===== config.mk =====
export PLATFORM = sky130hd
export DESIGN_NAME = wake_qualifier
export DESIGN_NICKNAME = d
export VERILOG_FILES = /design/src/rtl/wake_qual_pkg.sv /design/src/rtl/wq_src_filter.sv /design/src/rtl/wq_qualify.sv /design/src/rtl/wq_seq.sv /design/src/rtl/wake_qualifier.sv
export SDC_FILE = /design/constraint.sdc
export NUM_CORES = 1
export LEC_CHECK = 0
export ABC_AREA = 0
export BUFFER_PORTS_ARGS = -buffer_cell sky130_fd_sc_hd__buf_2
export CORE_UTILIZATION = 44
export DETAILED_ROUTE_END_ITERATION = 16
export GPL_ROUTABILITY_DRIVEN = 0
export PLACE_DENSITY = 0.87
export RECOVER_POWER = 25
export SYNTH_ARGS = -nofsm -noshare
export SYNTH_HDL_FRONTEND = slang
export SYNTH_SLANG_ARGS = --single-unit

===== constraint.sdc =====
create_clock -name clk -period 2.3 [get_ports clk]
set_clock_uncertainty 0.1 [all_clocks]
set_input_delay 0.23 -clock clk [delete_from_list [all_inputs] [get_ports clk]]
set_output_delay 0.23 -clock clk [all_outputs]
set_load 0.005 [all_outputs]

===== src/rtl/wake_qual_pkg.sv =====
package wake_qual_pkg;
  typedef enum logic {ST_RUN = 1'b0, ST_STOP = 1'b1} wq_state_e;
  typedef enum logic [1:0] {
    SRC_GENERAL = 2'd0,
    SRC_TICK    = 2'd1,
    SRC_TIMER   = 2'd2
  } wq_src_kind_e;
endpackage


===== src/rtl/wq_src_filter.sv =====
module wq_src_filter
  import wake_qual_pkg::*;
#(
  parameter int           PRIO_W = 3,
  parameter wq_src_kind_e KIND   = SRC_GENERAL
) (
  input  logic              clk,
  input  logic              rst_n,
  input  logic              req,
  input  logic              en,
  input  logic [PRIO_W-1:0] prio,
  input  logic              cpu_mask,
  input  logic [PRIO_W-1:0] isr_level,
  input  logic              pseudo,
  output logic              ok
);
  logic eligible;
  logic kind_gate;

  // Mask, enable, nonzero level and nesting rule apply to every source type.
  assign eligible = req && en && (prio != '0) && !cpu_mask && (prio > isr_level);

  generate
    if (KIND == SRC_TIMER) begin : g_timer
      assign kind_gate = 1'b0 & pseudo;
    end else if (KIND == SRC_TICK) begin : g_tick
      assign kind_gate = pseudo;
    end else begin : g_general
      assign kind_gate = 1'b1 | pseudo;
    end
  endgenerate

  assign ok = eligible && kind_gate;

  // a qualifying source always has its enable set and a nonzero level
  p_needs_enable_r6: assert property (@(posedge clk) disable iff (!rst_n)
    ok |-> (en && req && prio != '0));
endmodule


===== src/rtl/wq_qualify.sv =====
module wq_qualify
  import wake_qual_pkg::*;
#(
  parameter int               NSRC       = 8,
  parameter int               PRIO_W     = 3,
  parameter logic [NSRC-1:0]  TICK_MASK  = 8'b0001_0000,
  parameter logic [NSRC-1:0]  TIMER_MASK = 8'b0000_1000
) (
  input  logic                   clk,
  input  logic                   rst_n,
  input  logic                   nmi_req,
  input  logic [NSRC-1:0]        src_req,
  input  logic [NSRC-1:0]        src_en,
  input  logic [NSRC*PRIO_W-1:0] src_prio,
  input  logic                   cpu_mask,
  input  logic [PRIO_W-1:0]      isr_level,
  input  logic                   pseudo,
  output logic                   any_wake
);
  logic [NSRC-1:0] src_ok;

  generate
    for (genvar i = 0; i < NSRC; i++) begin : g_src
      localparam wq_src_kind_e K = TIMER_MASK[i] ? SRC_TIMER :
                                   (TICK_MASK[i] ? SRC_TICK : SRC_GENERAL);
      wq_src_filter #(.PRIO_W(PRIO_W), .KIND(K)) u_filt (
        .clk       (clk),
        .rst_n     (rst_n),
        .req       (src_req[i]),
        .en        (src_en[i]),
        .prio      (src_prio[i*PRIO_W +: PRIO_W]),
        .cpu_mask  (cpu_mask),
        .isr_level (isr_level),
        .pseudo    (pseudo),
        .ok        (src_ok[i])
      );
    end
  endgenerate

  assign any_wake = nmi_req || (|src_ok);

  // timer-type sources never contribute a qualified event
  p_timer_silent_r8: assert property (@(posedge clk) disable iff (!rst_n)
    (src_ok & TIMER_MASK) == '0);
endmodule


===== src/rtl/wq_seq.sv =====
module wq_seq
  import wake_qual_pkg::*;
(
  input  logic clk,
  input  logic rst_n,
  input  logic stop_req,
  input  logic stop_kind,
  input  logic any_wake,
  output logic wake,
  output logic in_stop,
  output logic stop_pseudo
);
  wq_state_e state_q;
  logic      kind_q;

  always_ff @(posedge clk or negedge rst_n) begin
    if (!rst_n) begin
      state_q <= ST_RUN;
      kind_q  <= 1'b0;
      wake    <= 1'b0;
    end else begin
      wake <= 1'b0;
      case (state_q)
        ST_RUN: begin
          if (stop_req && !any_wake) begin
            state_q <= ST_STOP;
            kind_q  <= stop_kind;
          end
        end
        ST_STOP: begin
          if (any_wake) begin
            state_q <= ST_RUN;
            kind_q  <= 1'b0;
            wake    <= 1'b1;
          end
        end
        default: state_q <= ST_RUN;
      endcase
    end
  end

  assign in_stop     = (state_q == ST_STOP);
  assign stop_pseudo = in_stop && kind_q;

  // wake lasts exactly one cycle
  p_wake_single_r9: assert property (@(posedge clk) disable iff (!rst_n)
    wake |=> !wake);
  // wake coincides with the fall of the stop indicator
  p_wake_exits_r9: assert property (@(posedge clk) disable iff (!rst_n)
    $rose(wake) |-> (!in_stop && $past(in_stop)));
  // stop request with nothing pending enters stop
  p_enter_r2: assert property (@(posedge clk) disable iff (!rst_n)
    (!in_stop && stop_req && !any_wake) |=> (in_stop && stop_pseudo == $past(stop_kind)));
  // pending qualified event skips the stop state
  p_skip_r10: assert property (@(posedge clk) disable iff (!rst_n)
    (!in_stop && any_wake) |=> (!in_stop && !wake));
endmodule


===== src/rtl/wake_qualifier.sv =====
module wake_qualifier
  import wake_qual_pkg::*;
#(
  parameter int              NSRC       = 8,
  parameter int              PRIO_W     = 3,
  parameter logic [NSRC-1:0] TICK_MASK  = 8'b0001_0000,
  parameter logic [NSRC-1:0] TIMER_MASK = 8'b0000_1000
) (
  input  logic                   clk,
  input  logic                   rst_n,
  input  logic                   stop_req,
  input  logic                   stop_kind,
  input  logic                   nmi_req,
  input  logic [NSRC-1:0]        src_req,
  input  logic [NSRC-1:0]        src_en,
  input  logic [NSRC*PRIO_W-1:0] src_prio,
  input  logic                   cpu_mask,
  input  logic [PRIO_W-1:0]      isr_level,
  output logic                   wake,
  output logic                   in_stop,
  output logic                   stop_pseudo
);
  logic any_wake;
  logic pseudo_eff;

  // In run state the requested kind governs the skip decision.
  assign pseudo_eff = in_stop ? stop_pseudo : stop_kind;

  wq_qualify #(
    .NSRC(NSRC), .PRIO_W(PRIO_W), .TICK_MASK(TICK_MASK), .TIMER_MASK(TIMER_MASK)
  ) u_qual (
    .clk       (clk),
    .rst_n     (rst_n),
    .nmi_req   (nmi_req),
    .src_req   (src_req),
    .src_en    (src_en),
    .src_prio  (src_prio),
    .cpu_mask  (cpu_mask),
    .isr_level (isr_level),
    .pseudo    (pseudo_eff),
    .any_wake  (any_wake)
  );

  wq_seq u_seq (
    .clk         (clk),
    .rst_n       (rst_n),
    .stop_req    (stop_req),
    .stop_kind   (stop_kind),
    .any_wake    (any_wake),
    .wake        (wake),
    .in_stop     (in_stop),
    .stop_pseudo (stop_pseudo)
  );

  // non-maskable request always ends a stop
  p_nmi_wakes_r3: assert property (@(posedge clk) disable iff (!rst_n)
    (in_stop && nmi_req) |=> (wake && !in_stop));
  // with the mask bit set only the non-maskable request can wake
  p_mask_blocks_r4: assert property (@(posedge clk) disable iff (!rst_n)
    (in_stop && cpu_mask && !nmi_req) |=> (!wake && in_stop));
endmodule


==> flow_summary.yaml <==
status:
  outcome: "complete, no violations"
global_routing:
  antenna_found_initial: 0
  met1_usage: 0.225
  gr-max-usage-layer: "met2"
  grt_start_max_net_pins: 8
  grt_util_met3: 0.0255
  met2_usage: 0.433
  grt_usage: 0.222
  grt_pass1_wl_mm: 3.13
  grt_pass1_vias: 851
  grt-ovfl-total: 0
clock_network:
  holdBufCountCts: 1
  cts.repair.resized: 0
  ctsHtreeMaxLevel: 1
  post_cts_buffers: 0
  cts_tree: "built"
  numCtsBuffers: 3
  path_clk_slew_ps: 40
  clk_latency_ps: 230
  cts_root_buf: "clkbuf_4"
  clock-sinks: 3
  clockBufferDepth: 2
final_layout:
  syn_to_final_growth_pct: 38.6
  drive_above_1_share: 0.381
  nFillCells: 137
  multi_input_area_um2: 616
  fin_util: 0.665
  mostFrequentLayoutCells: "buf_2, ha_1, inv_1"
  diodes: 0
  nets: 210
  regArea_um2: 75.1
  fin_cells: 155
  final_common_cell: "buf_2"
  design_area_um2: 1020
routing:
  drc: 0
  drtPass1Iterations: 4
  drt_iter0_markers: 10
  vias: 858
  wl_per_cell_um: 12.0
  drt.antenna.violating_nets: 0
  viasPerCell: 5.54
  totalWireLength_mm: 1.87
setup_path:
  crit_chain: "buf_2 -> inv_1 -> ha_1 -> nor2b_1 -> o21ai_0 -> a2111o_1 -> and4_4 -> a32oi_2 -> and2_1"
  cp.required_ps: 2370
  cp-start-kind: "primary input"
  crit_slowest_cell: "a2111o_1"
  cp_max_fo: 7
  critPathCaptureType: "register"
  criticalPathCategory: "primary input to register"
  critPathMaxStageDelay_ps: 410
  cp.arrival_ps: 1910
timing:
  fin_crit_ps: 1840
  slew_headroom: 0.731
  setup_viol: 0
  period_share: 0.801
  slew_viol_final: 0
  fin_setup_tns_ps: 0
  grt_setup_unrepaired: "false"
  hold_viol: 0
  worst_pin_slew_ps: 398
  max_freq_ghz: 0.543
logic_synthesis:
  yosysTopAreaCellShare: 0.355
  synthMuxAreaShare: 0
  synthCells: 88
  synthXorXnorAreaFrac: 0
  synth_fa_ha_area_frac: 0.355
  syn_nets: 158
  synth_compound_area_frac: 0.299
  seq_area_frac_synth: 0.102
  synthTopCellsByArea: "ha_1, dfrtp_1, inv_1, a31oi_1, nor2b_1"
  synth.avg_cell_area_um2: 8.40
  synth_top_family_by_area: "adder cells"
  synth_cell_types: 25
  syn_area_um2: 739
  synth-simple-area-share: 0.178
  ys_seq_elements: 3
  synth_top_area_cell: "ha_1"
  ys_warn_count: 0
power_and_ir_drop:
  power_switching_uw: 113
  seq_power_share: 0.203
  power.internal_uw: 216
  switching_share: 0.343
  powerDensity_nw_per_um2: 322
  vdd_drop_max_uv: 137
  p_leak_uw: 0.000568
  p_total_uw: 330
  combPwrFrac: 0.509
  p_clk_frac: 0.288
die:
  start_util: 0.480
  core_um2: 1540
  die-area_um2: 1850
  ios: 52
  die_y_um: 43.0
  rows: 14
  die_x_um: 43.0
placed_design:
  place_area_um2: 990
  port_buffers: 46
  post-place-cells: 150
  hpwl_mm: 1.62
hold_path:
  min_path_type: "primary input to register"
job:
  max_cap_violations: 0
power groups by stage:
stage | registers (uW) | logic (uW) | clock network (uW)
3_5_place_dp | 67.6 | 167 | 0
2_1_floorplan | 66.8 | 94.8 | 0
5_1_grt | 67.5 | 191 | 100
3_3_place_gp | 67.0 | 155 | 0
4_1_cts | 66.8 | 169 | 97.8
6_report | 66.8 | 168 | 95.0
final cells by class:
cell class | count | share of cell area
clock buffer | 4 | 0.0256
inverter | 13 | 0.0476
multi-input combinational | 72 | 0.601
sequential | 3 | 0.0733
tap | 16 | 0.0195
timing repair buffer | 47 | 0.233
cells in the mapped netlist:
master,count
o21ai_0,6
nand2b_1,1
a21oi_2,1
nand3_1,2
a32oi_2,1
and4_4,1
dfrtp_1,3
o21a_1,5
and2b_2,1
inv_1,13
ha_1,21
nor2b_1,7
o311ai_1,1
a21oi_1,1
o311ai_0,5
nor3b_1,1
a31oi_1,7
and2_1,1
and3_1,2
nor2_1,3
nor3_1,1
and2_4,1
o2bb2ai_1,1
a2111o_1,1
a211oi_1,1
routing by layer:
metal,up-vias,part of all wire
met4,0,0.020
met3,6,0.051
met5,-,0
met1,378,0.39
li1,440,-
met2,34,0.54
flip-flops by register name, indices dropped and copies added (netlist names):
name	flops
u_seq.kind_q	1
u_seq.wake	1
u_seq.in_stop	1
per-stage QoR:
step | setup slack (ps) | hold WS (ps)
after global placement | 235 | -75.6
after CTS | 455 | 159
final | 458 | 161
after global routing | 320 | 193
after floorplan | 463 | -166
after detailed placement | 214 | -74.5
path summary, 6_finish.rpt:
path                          startpoint       endpoint  slack (ps)  cells after the start
setup / recovery            isr_level[1]     u_seq.wake         460                      9
hold / removal                  stop_req  u_seq.in_stop         160                      3
setup reg to reg           u_seq.in_stop     u_seq.wake         610                      6
hold reg to reg            u_seq.in_stop  u_seq.in_stop         490                      2
max in group asynchronous          rst_n     u_seq.wake        1730                      2
min in group asynchronous          rst_n  u_seq.in_stop         220                      2
worst max-delay path, delay by kind of cell:
family	cells	cell delay, ps
compound gates	3	690
fa+ha+maj	1	320
buf+inv	2	180
simple gates	3	470
logic make-up after synthesis:
logic type,Yosys count
DFF,3
AOI/OAI and AO/OA,30
adders and majority gates,21
and+or+nand+nor,21
buffers and inverters,13
Note: power is estimated with default switching activity, not from simulation.
